<file path="config.mk">
export PLATFORM = sky130hd
export DESIGN_NAME = db_doorbell_top
export DESIGN_NICKNAME = d
export VERILOG_FILES = /design/src/rtl/db_pkg.sv /design/src/rtl/db_tx_reg.sv /design/src/rtl/db_rx_reg.sv /design/src/rtl/db_irq_mask.sv /design/src/rtl/db_panic.sv /design/src/rtl/db_doorbell_top.sv
export SDC_FILE = /design/constraint.sdc
export NUM_CORES = 1
export LEC_CHECK = 0
export ABC_AREA = 1
export BUFFER_PORTS_ARGS = -buffer_cell sky130_fd_sc_hd__buf_2
export CAP_MARGIN = 10
export CORE_ASPECT_RATIO = 0.9
export CORE_MARGIN = 3
export CORE_UTILIZATION = 50
export CTS_CLUSTER_DIAMETER = 80
export CTS_CLUSTER_SIZE = 12
export DETAILED_ROUTE_END_ITERATION = 6
export PLACE_DENSITY = 0.79
export SLEW_MARGIN = 30
export SYNTH_ARGS = -nofsm -noshare
export SYNTH_HDL_FRONTEND = slang
export SYNTH_HIERARCHICAL = 1
export SYNTH_SLANG_ARGS = --single-unit
</file>
<file path="constraint.sdc">
create_clock -name clk -period 1.4 [get_ports clk]
set_input_delay 0.14 -clock clk [delete_from_list [all_inputs] [get_ports clk]]
set_output_delay 0.14 -clock clk [all_outputs]
set_load 0.03 [all_outputs]
</file>
<file path="src/rtl/db_pkg.sv">
package db_pkg;
  typedef enum logic [1:0] {
    SEL_TX   = 2'd0,
    SEL_RX   = 2'd1,
    SEL_MASK = 2'd2,
    SEL_STAT = 2'd3
  } db_sel_e;

  localparam int SRC_DONE = 0;
  localparam int SRC_BUSY = 1;
  localparam int NSRC     = 2;
endpackage

</file>
<file path="src/rtl/db_tx_reg.sv">
module db_tx_reg #(
  parameter int DW       = 32,
  parameter int BUSY_BIT = 31,
  parameter int DONE_BIT = 30
) (
  input  logic          clk,
  input  logic          rst,
  input  logic          host_we,
  input  logic [DW-1:0] host_wdata,
  input  logic          dsp_reply,
  output logic [DW-1:0] value_o
);
  logic [DW-1:0] q, nxt;

  always_comb begin
    nxt = q;
    if (dsp_reply) begin
      nxt[DONE_BIT] = 1'b1;
      nxt[BUSY_BIT] = 1'b0;
    end
    if (host_we) begin
      for (int i = 0; i < DW; i++)
        if (i != DONE_BIT) nxt[i] = host_wdata[i];
      if (!host_wdata[DONE_BIT]) nxt[DONE_BIT] = 1'b0;
    end
  end

  always_ff @(posedge clk) begin
    if (rst) q <= '0;
    else     q <= nxt;
  end

  assign value_o = q;

  a_r3_reply_sets_done: assert property (@(posedge clk) disable iff (rst)
    (dsp_reply && !(host_we && !host_wdata[DONE_BIT])) |=> q[DONE_BIT]);
  a_r4_host_clear_wins: assert property (@(posedge clk) disable iff (rst)
    (host_we && !host_wdata[DONE_BIT]) |=> !q[DONE_BIT]);
  a_r2_host_never_sets_done: assert property (@(posedge clk) disable iff (rst)
    (!dsp_reply && !q[DONE_BIT]) |=> !q[DONE_BIT]);
endmodule

</file>
<file path="src/rtl/db_rx_reg.sv">
module db_rx_reg #(
  parameter int DW       = 32,
  parameter int BUSY_BIT = 31,
  parameter int DONE_BIT = 30
) (
  input  logic          clk,
  input  logic          rst,
  input  logic          host_we,
  input  logic [DW-1:0] host_wdata,
  input  logic          dsp_we,
  input  logic [DW-1:0] dsp_wdata,
  output logic [DW-1:0] value_o
);
  logic [DW-1:0] q, nxt;

  always_comb begin
    nxt = q;
    if (dsp_we) begin
      for (int i = 0; i < DW; i++)
        if (i != DONE_BIT) nxt[i] = dsp_wdata[i];
    end
    if (host_we) begin
      if (!host_wdata[BUSY_BIT]) nxt[BUSY_BIT] = 1'b0;
      nxt[DONE_BIT] = host_wdata[DONE_BIT];
    end
  end

  always_ff @(posedge clk) begin
    if (rst) q <= '0;
    else     q <= nxt;
  end

  assign value_o = q;

  a_r6_busy_clear_wins: assert property (@(posedge clk) disable iff (rst)
    (host_we && !host_wdata[BUSY_BIT]) |=> !q[BUSY_BIT]);
  a_r5_dsp_raises_busy: assert property (@(posedge clk) disable iff (rst)
    (dsp_we && dsp_wdata[BUSY_BIT] && !host_we) |=> q[BUSY_BIT]);
  a_r5_dsp_keeps_done: assert property (@(posedge clk) disable iff (rst)
    (dsp_we && !host_we) |=> $stable(q[DONE_BIT]));
endmodule

</file>
<file path="src/rtl/db_irq_mask.sv">
module db_irq_mask #(
  parameter int NSRC = 2
) (
  input  logic            clk,
  input  logic            rst,
  input  logic            mask_we,
  input  logic [NSRC-1:0] mask_wdata,
  input  logic [NSRC-1:0] src_i,
  output logic [NSRC-1:0] mask_o,
  output logic            irq_o
);
  logic [NSRC-1:0] mask_q;
  logic            irq_q;

  always_ff @(posedge clk) begin
    if (rst) begin
      mask_q <= '0;
      irq_q  <= 1'b0;
    end else begin
      if (mask_we) mask_q <= mask_wdata;
      irq_q <= |(src_i & ~mask_q);
    end
  end

  assign mask_o = mask_q;
  assign irq_o  = irq_q;

  a_r8_all_masked_quiet: assert property (@(posedge clk) disable iff (rst)
    (&mask_q) |=> !irq_q);
  a_r8_open_source_fires: assert property (@(posedge clk) disable iff (rst)
    (|(src_i & ~mask_q)) |=> irq_q);
  a_r8_no_source_quiet: assert property (@(posedge clk) disable iff (rst)
    (src_i == '0) |=> !irq_q);
endmodule

</file>
<file path="src/rtl/db_panic.sv">
module db_panic #(
  parameter int          DW     = 32,
  parameter int          OFFS_W = 16,
  parameter int          AW     = 20,
  parameter logic [AW-1:0] BASE  = 20'h9E000,
  parameter logic [DW-1:0] MAGIC = 32'h0DEA_D000,
  parameter logic [DW-1:0] MMASK = 32'h0FFF_F000
) (
  input  logic          clk,
  input  logic          rst,
  input  logic [DW-1:0] rx_i,
  input  logic [DW-1:0] tx_i,
  output logic          panic_o,
  output logic [AW-1:0] addr_o
);
  localparam int PAD = AW - OFFS_W;

  logic          hit;
  logic          panic_q;
  logic [AW-1:0] addr_q;

  assign hit = ((rx_i & MMASK) == MAGIC);

  always_ff @(posedge clk) begin
    if (rst) begin
      panic_q <= 1'b0;
      addr_q  <= '0;
    end else begin
      panic_q <= hit;
      addr_q  <= BASE + {{PAD{1'b0}}, tx_i[OFFS_W-1:0]};
    end
  end

  assign panic_o = panic_q;
  assign addr_o  = addr_q;

  a_r9_signature_flags: assert property (@(posedge clk) disable iff (rst)
    ((rx_i & MMASK) == MAGIC) |=> panic_q);
  a_r9_no_signature_quiet: assert property (@(posedge clk) disable iff (rst)
    ((rx_i & MMASK) != MAGIC) |=> !panic_q);
endmodule

</file>
<file path="src/rtl/db_doorbell_top.sv">
module db_doorbell_top
  import db_pkg::*;
#(
  parameter int DW       = 32,
  parameter int BUSY_BIT = 31,
  parameter int DONE_BIT = 30,
  parameter int OFFS_W   = 16,
  parameter int AW       = 20
) (
  input  logic          clk,
  input  logic          rst,
  input  logic          host_we_i,
  input  logic [1:0]    host_addr_i,
  input  logic [DW-1:0] host_wdata_i,
  output logic [DW-1:0] host_rdata_o,
  input  logic          dsp_reply_i,
  input  logic          dsp_we_i,
  input  logic [DW-1:0] dsp_wdata_i,
  output logic          irq_o,
  output logic          panic_o,
  output logic [AW-1:0] panic_addr_o
);
  localparam int PADW = DW - NSRC;

  logic [DW-1:0]   tx_val, rx_val, rdata_q;
  logic [NSRC-1:0] mask_val, src;
  db_sel_e         sel;

  assign sel = db_sel_e'(host_addr_i);
  assign src[SRC_DONE] = tx_val[DONE_BIT];
  assign src[SRC_BUSY] = rx_val[BUSY_BIT];

  db_tx_reg #(.DW(DW), .BUSY_BIT(BUSY_BIT), .DONE_BIT(DONE_BIT)) u_tx (
    .clk(clk), .rst(rst),
    .host_we(host_we_i && sel == SEL_TX), .host_wdata(host_wdata_i),
    .dsp_reply(dsp_reply_i), .value_o(tx_val));

  db_rx_reg #(.DW(DW), .BUSY_BIT(BUSY_BIT), .DONE_BIT(DONE_BIT)) u_rx (
    .clk(clk), .rst(rst),
    .host_we(host_we_i && sel == SEL_RX), .host_wdata(host_wdata_i),
    .dsp_we(dsp_we_i), .dsp_wdata(dsp_wdata_i), .value_o(rx_val));

  db_irq_mask #(.NSRC(NSRC)) u_irq (
    .clk(clk), .rst(rst),
    .mask_we(host_we_i && sel == SEL_MASK), .mask_wdata(host_wdata_i[NSRC-1:0]),
    .src_i(src), .mask_o(mask_val), .irq_o(irq_o));

  db_panic #(.DW(DW), .OFFS_W(OFFS_W), .AW(AW)) u_panic (
    .clk(clk), .rst(rst), .rx_i(rx_val), .tx_i(tx_val),
    .panic_o(panic_o), .addr_o(panic_addr_o));

  always_ff @(posedge clk) begin
    if (rst) rdata_q <= '0;
    else begin
      case (sel)
        SEL_TX:   rdata_q <= tx_val;
        SEL_RX:   rdata_q <= rx_val;
        SEL_MASK: rdata_q <= {{PADW{1'b0}}, mask_val};
        default:  rdata_q <= {{PADW{1'b0}}, src};
      endcase
    end
  end

  assign host_rdata_o = rdata_q;

  a_r11_status_write_inert: assert property (@(posedge clk) disable iff (rst)
    (host_we_i && sel == SEL_STAT && !dsp_reply_i && !dsp_we_i) |=>
      ($stable(tx_val) && $stable(rx_val) && $stable(mask_val)));
endmodule

</file>
==> summary.txt, run 1 <==
Drt
  – Final WL: 11900 um
  – Number of nets with antenna violations after routing: 0
  – DR vias/cell: 4.91
  – First-pass iteration count of the detailed router: 5
  – Iter 0 DRT Violations: 183
  – Drt drc: 0
  – Routed len/inst: 14.1 um
  – Vias: 4140

Cells and area
  – ANT cells: 0
  – Multi-input logic area: 0.00150 mm2
  – FF+latch area: 0.00238 mm2
  – Layout area overhead: 44.6%
  – Fillcell total: 578
  – Final nets: 805
  – Ratio of cells with drive above 1 in the final layout: 0.236
  – Final Core Density: 0.753

Placement
  – Placer Congestion: 0.852
  – Port bufs: 122
  – Hpwl dp: 7210 um

Floorplan
  – CORE AREA: 0.00815 mm2
  – Vert. Die Dim: 93.4 um
  – Chip width: 103 um
  – Die area: 0.00963 mm2
  – Rows: 31
  – I/O pin cnt: 125
  – Initial Utilization: 0.521

Outcome
  – Status: complete, no violations

CTS
  – H-tree levels: 4
  – CTS Root Cell: clkbuf_8
  – Reg clk slew, reported paths: 60 ps
  – Cts hold-fix bufs: 65
  – CTS Buf Count: 17
  – CTS tree: yes
  – CTS sink cnt: 119
  – Worst-Skew Late Latency: 500 ps
  – Post-cts resize count: 0
  – CTS Buffer Depth: 2
  – Post-CTS setup repair buffer count: 0

Yosys
  – Yosys reg bits: 119
  – Syn_nets: 614
  – Netlist cell types: 22
  – Post-Syn Area: 0.00424 mm2
  – Synth top area share: 0.561
  – Synth Area per Inst: 7.84 um2
  – Cells after Synth: 541
  – YS warnings: 6
  – Largest cells by area after synthesis: dfxtp_1 (56%), nor2_1 (14%), nand2_1 (7.0%), o21ai_0 (6.6%), a21oi_1 (3.7%)
  – Register area share after synthesis: 0.561
  – Yosys top cell by area: dfxtp_1

Critical path
  – Arrival @ worst endpoint: 1660 ps
  – Critical path launch point type: input port
  – Crit. End Element: register
  – Critical Path, Cell by Cell: buf_2 > nor3_2 > inv_1 > buf_4 > nor2_1 > nor2_1 > dlygate4sd3_1
  – CP max FO: 15
  – Largest stage delay on the critical path: 550 ps
  – Crit Path Category: input port to register
  – Worst-path cell with the longest stage delay: dlygate4sd3_1
  – WP data required: 1790 ps
  – CP most frequent cell: nor2_1

Global route
  – Total global routing overflow: 0
  – Pin count of the biggest net entering global routing: 36
  – GRT Overall Usage: 0.259
  – Initial antenna violation count: 0
  – Vias in the first global route: 4264
  – Global-route wire length before repair: 19200 um

STA
  – RSZ-0062 raised after global routing: false
  – Setup TNS Final: 0 ps
  – Crit path time final: 1270 ps
  – Max Freq: 787 MHz
  – Slew Viols, Final: 0
  – Hold Slack: 73.3 ps
  – Final Hold Viols: 0
  – Final setup viols: 0
  – Final Cycle Share: 0.907
  – Clk_skew: 6.21 ps

Power and ir drop
  – Pwr Density: 1390 mW/mm2
  – Overall Power: 8.50 mW
  – Maximum vdd ir drop: 0.888 mV
  – Leakage: 2.87 nW

Min path
  – Worst hold path type: input port to register

Flow run
  – Max cap viols: 0
## power by group
part | total [mW] | internal [mW] | switching (mW)
logic | 0.855 | 0.372 | 0.483
clock network | 4.00 | 2.50 | 1.50
registers | 3.65 | 3.56 | 0.0898
## metrics by stage
stage	setup slack [ps]	cell area, um2	instances
2_1_floorplan	95.9	4240	541
6_report	130	6140	844
3_5_place_dp	213	4930	747
4_1_cts	192	6140	844
5_1_grt	140	6140	844
3_3_place_gp	201	4930	747
## synthesized netlist by cell type
cell and count:
a21oi_1 31, a21oi_2 1, buf_2 12, buf_4 5, buf_6 4, clkbuf_1 3, clkbuf_2 4, clkbuf_8 3
conb_1 1, dfxtp_1 119, ha_1 2, inv_1 39, inv_2 1, nand2_1 79, nand2_2 3, nand3_1 5
nor2_1 157, nor2_4 2, nor3_1 3, nor4_1 1, o21ai_0 56, o21ai_1 10
## flip-flops by register name (all words and copies together) (netlist names)
register	cells
host_rdata_o	32
u_rx/value_o	32
u_tx/value_o	32
u_panic/addr_o	19
u_irq/mask_o	2
u_irq/irq_o	1
u_panic/panic_o	1
## critical path: cells and delay by family
| kind | cells | cell delay [ps] |
|---|---|---|
| buf+inv | 4 | 1030 |
| simple gates | 3 | 480 |
## layout make-up
class	instances	share of cell area
sequential	119	0.388
multi-input combinational	351	0.245
timing repair buffer	203	0.231
clock buffer	22	0.0754
inverter	40	0.0245
tap	99	0.0202
clock inverter	10	0.0157
## cells by family after synthesis
| logic type | synth area share |
|---|---|
| compound gates | 0.116 |
| buf+inv | 0.0861 |
| other cells | 0.000884 |
| fa+ha+maj | 0.00590 |
| flops | 0.561 |
| simple gates | 0.229 |
## worst paths after layout
kind                                        from                end  slack [ps]  cells after the start
worst max register to register  u_tx/value_o[30]   u_tx/value_o[30]         210                      3
worst min register to register   u_tx/value_o[7]  u_panic/addr_o[7]         440                      2
worst min-delay path              host_addr_i[0]    host_rdata_o[1]          70                      5
worst max-delay path              host_addr_i[1]   u_tx/value_o[30]         130                      7
## per-layer routing
metal | vias to the layer above | share of wire | global-route usage
li1 | 2062 | - | -
met1 | 1897 | 0.41 | 0.295
met2 | 159 | 0.50 | 0.449
met3 | 22 | 0.062 | 0.0738
met4 | 0 | 0.020 | 0.106
met5 | - | 0 | 0
## layout by cell type (no fill, tap or decap), drive strengths merged, types with 2 or more instances in the layout
| cell | instances |
|---|---|
| o21ai | 66 |
| buf | 138 |
| dlygate4sd3 | 65 |
| nand3 | 5 |
| dfxtp | 119 |
| clkbuf | 22 |
| inv | 41 |
| nand2 | 82 |
| clkinv | 4 |
| ha | 2 |
| clkinvlp | 4 |
| nor2 | 159 |
| a21oi | 32 |
| nor3 | 3 |
(Power assumes the default switching activity.)
==> run 2, diff against run 1 <==
--- a/config.mk
+++ b/config.mk
@@ -10,13 +10,12 @@
 export CAP_MARGIN = 10
 export CORE_ASPECT_RATIO = 0.9
 export CORE_MARGIN = 3
-export CORE_UTILIZATION = 50
+export CORE_UTILIZATION = 40
 export CTS_CLUSTER_DIAMETER = 80
 export CTS_CLUSTER_SIZE = 12
 export DETAILED_ROUTE_END_ITERATION = 6
-export PLACE_DENSITY = 0.79
+export PLACE_DENSITY = 0.65
 export SLEW_MARGIN = 30
 export SYNTH_ARGS = -nofsm -noshare
 export SYNTH_HDL_FRONTEND = slang
-export SYNTH_HIERARCHICAL = 1
 export SYNTH_SLANG_ARGS = --single-unit
==> summary.txt, run 2 <==
Outcome
  – Status: complete, no violations

Floorplan
  – CORE AREA: 0.0105 mm2 (+28%)
  – Die area: 0.0122 mm2 (+27%)
  – I/O pin cnt: 125 (unchanged)
  – Initial Utilization: 0.418 (-0.103)
  – Rows: 35 (+13%)
  – Vert. Die Dim: 105 um (+13%)
  – Chip width: 116 um (+13%)

Yosys
  – Largest family of logic cells by synthesized area: simple AND/OR/NAND/NOR gates
  – Synth top area share: 0.545 (-0.0167)
  – Post-synth EDFFs: 0 (unchanged)
  – Mux cell area share after synthesis: 0 (unchanged)
  – Most common library cells after synthesis: nor2_1 (147), dfxtp_1 (119), nand2_1 (115)
  – Yosys top cell by area: dfxtp_1
  – Largest cells by area after synthesis: dfxtp_1 (54%), nor2_1 (13%), nand2_1 (9.9%), nand3b_1 (5.3%), o21ai_0 (5.0%)
  – Netlist cell types: 23 (+4.5%)
  – Async set-reset flop share out of synthesis: 0 (unchanged)
  – Top-count cell post-synth: nor2_1
  – YS warnings: 0 (-6)
  – Syn_nets: 638 (+3.9%)
  – Cells after Synth: 565 (+4.4%)
  – Adder-Cell Fraction of Synth Area: 0.00572 (-0.000175)
  – Post-Synth Simple-Gate Area: 0.295 (+0.0655)
  – Synth Area per Inst: 7.74 um2 (-1.3%)
  – Synth Area in XOR/XNOR: 0 (unchanged)
  – Ys flop type: dfxtp_1
  – Yosys reg bits: 119 (unchanged)
  – Post-synthesis compound-gate area fraction: 0.0807 (-0.0358)
  – Post-Syn Area: 0.00437 mm2 (+3.1%)
  – Register area share after synthesis: 0.545 (-0.0167)

Cells and area
  – Final nets: 783 (-2.7%)
  – Ratio of cells with drive above 1 in the final layout: 0.242 (+0.00581)
  – Commonest non-fill, non-tap cell in the layout: nor2_1
  – Most frequent cells in the layout: nor2_1 (147), buf_2 (122), dfxtp_1 (119)
  – Layout Cells excl Fill: 852 (+0.95%)
  – Layout area overhead: 37.2%
  – ANT cells: 0 (unchanged)
  – Final Core Density: 0.573 (-0.180)

CTS
  – CTS Buf Count: 17 (unchanged)
  – Cts hold-fix bufs: 26 (-60%)
  – CTS Root Cell: clkbuf_16
  – Worst-Skew Late Latency: 400 ps (-100 ps)
  – CTS tree: yes
  – Post-cts resize count: 0 (unchanged)
  – H-tree levels: 4 (unchanged)
  – Post-CTS setup repair buffer count: 0 (unchanged)
  – Reg clk slew, reported paths: 60 ps (about the same)
  – CTS sink cnt: 119 (unchanged)
  – CTS Buffer Depth: 2 (unchanged)

Placement
  – Port bufs: 122 (unchanged)
  – Placer Congestion: 0.853 (+0.16%)
  – Hpwl dp: 7400 um (+2.7%)
  – Placed insts: 794 (+6.3%)

Power and ir drop
  – Pwr Density: 1530 mW/mm2 (+11%)
  – Logic pwr share: 0.089 (-0.012)
  – Clock share of power: 0.516 (+0.046)
  – Seq pwr share: 0.395 (-0.034)
  – Internal: 7.05 mW (+9.8%)
  – Net Sw Frac: 0.233 (-0.0109)
  – Net Switching: 2.15 mW (+3.4%)
  – Leakage: 2.78 nW (-3.3%)
  – Maximum vdd ir drop: 0.922 mV (+3.9%)
  – Overall Power: 9.20 mW (+8.2%)

Critical path
  – Largest stage delay on the critical path: 400 ps (-150 ps)
  – Critical path launch point type: register
  – WP data required: 1740 ps (-50 ps)
  – CP most frequent cell: ha_1
  – Critical Path, Cell by Cell: inv_1 > ha_1 > ha_1 > nor2_1
  – Crit path max-delay family: adder cells
  – CP max FO: 5 (-10)
  – Crit Path Category: register to register
  – Reg2reg setup slack: 320 ps (+110 ps)
  – Arrival @ worst endpoint: 1420 ps (-240 ps)
  – Worst path depth: 4 (-3)
  – Worst-path cell with the longest stage delay: dfxtp_1
  – Crit. End Element: register
  – Buf/Inv on CP: 1 (-3)
  – Reg2reg path depth: 4 (+1)

Flow run
  – Max cap viols: 0 (unchanged)

STA
  – Setup TNS Final: 0 ps (unchanged)
  – Crit path time final: 1080 ps (-187 ps)
  – Hold Slack: 11.0 ps (-62.3 ps)
  – Final setup viols: 0 (unchanged)
  – Final Hold Viols: 0 (unchanged)
  – RSZ-0062 raised after global routing: false
  – Slew Viols, Final: 0 (unchanged)
  – Clk_skew: 7.86 ps (+1.65 ps)
  – Max Freq: 923 MHz (+17%)
  – Final Cycle Share: 0.774 (-0.134)

Drt
  – Iter 0 DRT Violations: 259 (+42%)
  – First-pass iteration count of the detailed router: 5 (unchanged)
  – Vias: 4068 (-1.7%)
  – Drt drc: 0 (unchanged)
  – Routed len/inst: 13.3 um (-5.7%)
  – Final WL: 11300 um (-4.8%)
  – Number of nets with antenna violations after routing: 0 (unchanged)
  – DR vias/cell: 4.77 (-2.7%)

Global route
  – Initial antenna violation count: 0 (unchanged)
  – Vias in the first global route: 3804 (-11%)
  – Global-route wire length before repair: 18200 um (-5.6%)
  – GRT Overall Usage: 0.187 (-0.0715)
  – Pin count of the biggest net entering global routing: 39 (+8.3%)
  – Total global routing overflow: 0 (unchanged)

Min path
  – Worst hold path type: input port to register
  – Worst Hold Depth: 3 (-2)
-- run 2: cell count changes after synthesis, moves of 4 or more --
cell / before / now
buf_1: 0 / 4
o21ai_0: 56 / 44
a21oi_1: 31 / 25
buf_2: 12 / 18
o21ai_1: 10 / 0
clkbuf_1: 3 / 7
inv_1: 39 / 28
nand3b_1: 0 / 31
nor2_1: 157 / 147
nand2_1: 79 / 115
-- run 2: power groups by stage --
stage          Combinational, mW  Sequential (mW)  Clock (mW)
3_3_place_gp               0.753             3.70           0
4_1_cts                    0.820             3.64        4.80
2_1_floorplan              0.389             3.80           0
6_report                   0.818             3.64        4.75
5_1_grt                    0.911             3.65        4.97
3_5_place_dp               0.759             3.71           0
-- run 2: final cells by class --
type                       count  area (um2)
fill                         948        4460
sequential                   119        2380
clock inverter                15         224
multi-input combinational    377        1670
timing repair buffer         162        1010
tap                          129         161
clock buffer                  17         425
inverter                      33         124
-- run 2: worst paths after layout --
path,from,end
max reg2reg,u_tx.value_o[13],u_panic.addr_o[15]
min,dsp_wdata_i[29],u_rx.value_o[29]
max,u_tx.value_o[13],u_panic.addr_o[15]
min reg2reg,u_tx.value_o[3],u_panic.addr_o[3]
-- run 2: tightest hold or removal path, stage by stage --
cell	delay (ps)
buf_2	90
nor2_1	40
nor2_1	90
-- run 2: cells by family after synthesis --
group / Yosys count
AO/OA/AOI/OAI: 70
adder cells (fa/ha/maj): 2
buffers and inverters: 69
flip-flops: 119
other: 1
AND/OR/NAND/NOR: 304
-- run 2: metrics by stage --
| step | setup WS (ps) | cell area, um2 |
|---|---|---|
| 6_report | 317 | 6000 |
| 5_1_grt | 247 | 6000 |
| 4_1_cts | 308 | 6000 |
| 3_5_place_dp | 242 | 5090 |
| 3_3_place_gp | 277 | 5090 |
| 2_1_floorplan | 403 | 4370 |
-- run 2: metal layers --
layer,vias to the layer above,share of wire,GRT usage
met3,6,0.046,0.0469
met2,117,0.49,0.307
met1,1890,0.46,0.244
li1,2055,-,-
met5,-,0,0
met4,0,0.0072,0.0497
==> run 3, diff against run 2 <==
--- a/config.mk
+++ b/config.mk
@@ -14,7 +14,7 @@
 export CTS_CLUSTER_DIAMETER = 80
 export CTS_CLUSTER_SIZE = 12
 export DETAILED_ROUTE_END_ITERATION = 6
-export PLACE_DENSITY = 0.65
+export PLACE_DENSITY = 0.68
 export SLEW_MARGIN = 30
 export SYNTH_ARGS = -nofsm -noshare
 export SYNTH_HDL_FRONTEND = slang
==> constraint.sdc (replaced) <==
create_clock -name clk -period 0.88 [get_ports clk]
set_input_delay 0.088 -clock clk [delete_from_list [all_inputs] [get_ports clk]]
set_output_delay 0.088 -clock clk [all_outputs]
set_load 0.03 [all_outputs]
==> summary.txt, run 3 (synthesized netlist as in run 2, its figures left out) <==
Placement
  – Port bufs: 122 (unchanged)
  – Hpwl dp: 7700 um (+4.1%)
  – Placed cell area: 0.00522 mm2 (+2.5%)
  – Placer Congestion: 0.832 (-2.5%)

Critical path
  – Worst Setup SP: u_panic.addr_o[1]
  – Critical path launch point type: register
  – Largest stage delay on the critical path: 330 ps (-70 ps)
  – Worst-path cell with the longest stage delay: dfxtp_2
  – Critical R2R Launch: u_tx.value_o[14]
  – Crit Path Category: register to primary output
  – CP max FO: 1 (-4)
  – Crit. End Element: primary output
  – Crit path max-delay family: flip-flops
  – WP data required: 790 ps (-950 ps)
  – Buf/Inv on CP: 1 (unchanged)
  – Arrival @ worst endpoint: 870 ps (-550 ps)
  – Critical Path, Cell by Cell: buf_6

CTS
  – CTS Buf Count: 17 (unchanged)
  – CTS tree: yes
  – Reg clk slew, reported paths: 50 ps (about the same)
  – Worst-Skew Late Latency: 410 ps (about the same)
  – CTS Buffer Depth: 2 (unchanged)
  – CTS Root Cell: clkbuf_16
  – CTS sink cnt: 119 (unchanged)
  – H-tree levels: 4 (unchanged)

Outcome
  – Failing checks: negative setup slack
  – Status: complete, but fails checks

Drt
  – Drt drc: 0 (unchanged)
  – Final WL: 12400 um (+10%)
  – First-pass iteration count of the detailed router: 5 (unchanged)
  – Routed len/inst: 14.2 um (+7.0%)
  – Vias: 4197 (+3.2%)
  – DR vias/cell: 4.79 (+0.34%)
  – Iter 0 DRT Violations: 228 (-12%)
  – Number of nets with antenna violations after routing: 0 (unchanged)

STA
  – Clk_skew: 6.31 ps (-1.55 ps)
  – Final setup viols: 54 (+54)
  – Final Cycle Share: 1.09
  – Slew Viols, Final: 0 (unchanged)
  – Final Hold Viols: 0 (unchanged)
  – Max Freq: 1040 MHz
  – Final worst setup slack: -82.7 ps (-400 ps)
  – Crit path time final: 963 ps
  – RSZ-0062 raised after global routing: true

Min path
  – Min-delay src: host_wdata_i[16]
  – Worst hold path type: input port to register

Cells and area
  – Layout area overhead: 53.1%
  – ANT cells: 0 (unchanged)
  – Ratio of cells with drive above 1 in the final layout: 0.335 (+0.0926)
  – Most frequent cells in the layout: nor2_1 (145), nand2_1 (115), buf_2 (69)
  – Final Core Density: 0.640 (+0.0662)
  – Final instance area: 0.00670 mm2 (+12%)
  – Commonest non-fill, non-tap cell in the layout: nor2_1
  – Final nets: 810 (+3.4%)

Floorplan
  – Chip width: 116 um (unchanged)
  – Initial Utilization: 0.418 (unchanged)
  – Vert. Die Dim: 105 um (unchanged)
  – Die area: 0.0122 mm2 (unchanged)
  – Rows: 35 (unchanged)
  – I/O pin cnt: 125 (unchanged)
  – CORE AREA: 0.0105 mm2 (unchanged)

Power and ir drop
  – Maximum vdd ir drop: 1.23 mV (+34%)
  – Leakage: 2.96 nW (+6.6%)
  – Pwr Density: 2130 mW/mm2 (+39%)

Global route
  – Vias in the first global route: 4268 (+12%)
  – Pin count of the biggest net entering global routing: 38 (-2.6%)
  – GRT Overall Usage: 0.213 (+0.0262)
  – Global-route wire length before repair: 20200 um (+11%)
  – Total global routing overflow: 0 (unchanged)
  – Initial antenna violation count: 0 (unchanged)

Flow run
  – Max cap viols: 0 (unchanged)
==> run 3: cell types whose count changed in the layout (fill, tap and decap cells not counted), moves of 4 or more <==
cell           change
dfxtp_1           -58
dfxtp_2           +58
buf_2             -53
buf_6             +53
dlygate4sd3_1     +18
buf_12             +5
buf_4              +4
inv_1              -4
inv_2              +4
==> run 3: metrics by stage <==
step	setup WS, ps	TNS [ps]	cells	hold slack (ps)	power [mW]
after detailed placement	-95.4	-2330	802	321	7.17
after global placement	-40.6	-1020	802	312	7.14
final	-82.7	-3320	876	7.93	14.2
after floorplan	-45.7	-45.7	565	219	6.67
after global routing	-117	-4870	876	20.4	14.8
after CTS	-90.6	-3840	876	1.63	14.3
==> run 3: area by class of cell <==
cell class | count | area, um2
multi-input cells | 377 | 1720
well taps | 129 | 161
clock inverters | 10 | 130
inverters | 33 | 124
fillers | 854 | 3770
clock buffers | 19 | 453
repair buffers | 189 | 1660
flip-flops and latches | 119 | 2450
==> run 3: worst paths after layout <==
kind / endpoint / slack, ps / cells after the start
max: panic_addr_o[1] / -80 / 1
min: u_tx.value_o[16] / 8 / 4
max reg2reg: u_panic.addr_o[15] / -30 / 4
min reg2reg: u_panic.addr_o[4] / 430 / 2
==> run 3: layer usage <==
layer,global-route usage,part of all wire,up-vias
li1,-,-,2098
met1,0.250,0.42,1941
met2,0.359,0.50,130
met3,0.0614,0.047,28
met4,0.0920,0.025,0
met5,0,0,-
==> run 3: repair_timing <==
action / in CTS / in global routing
gates resized for setup: 161 / 10
hold buffers: 44 / 0
hold endpoints to repair: 46 / 0
pin swaps: 3 / 2
setup buffers: 1 / 0
setup endpoints to repair: 55 / 57
==> run 3: report_power, final <==
group	switching (mW)	internal [mW]	total, mW	leakage [nW]
registers	0.147	5.69	5.83	1.00
clock network	2.32	4.51	6.83	0.286
logic	0.838	0.739	1.58	1.67
total	3.30	10.9	14.2	2.96
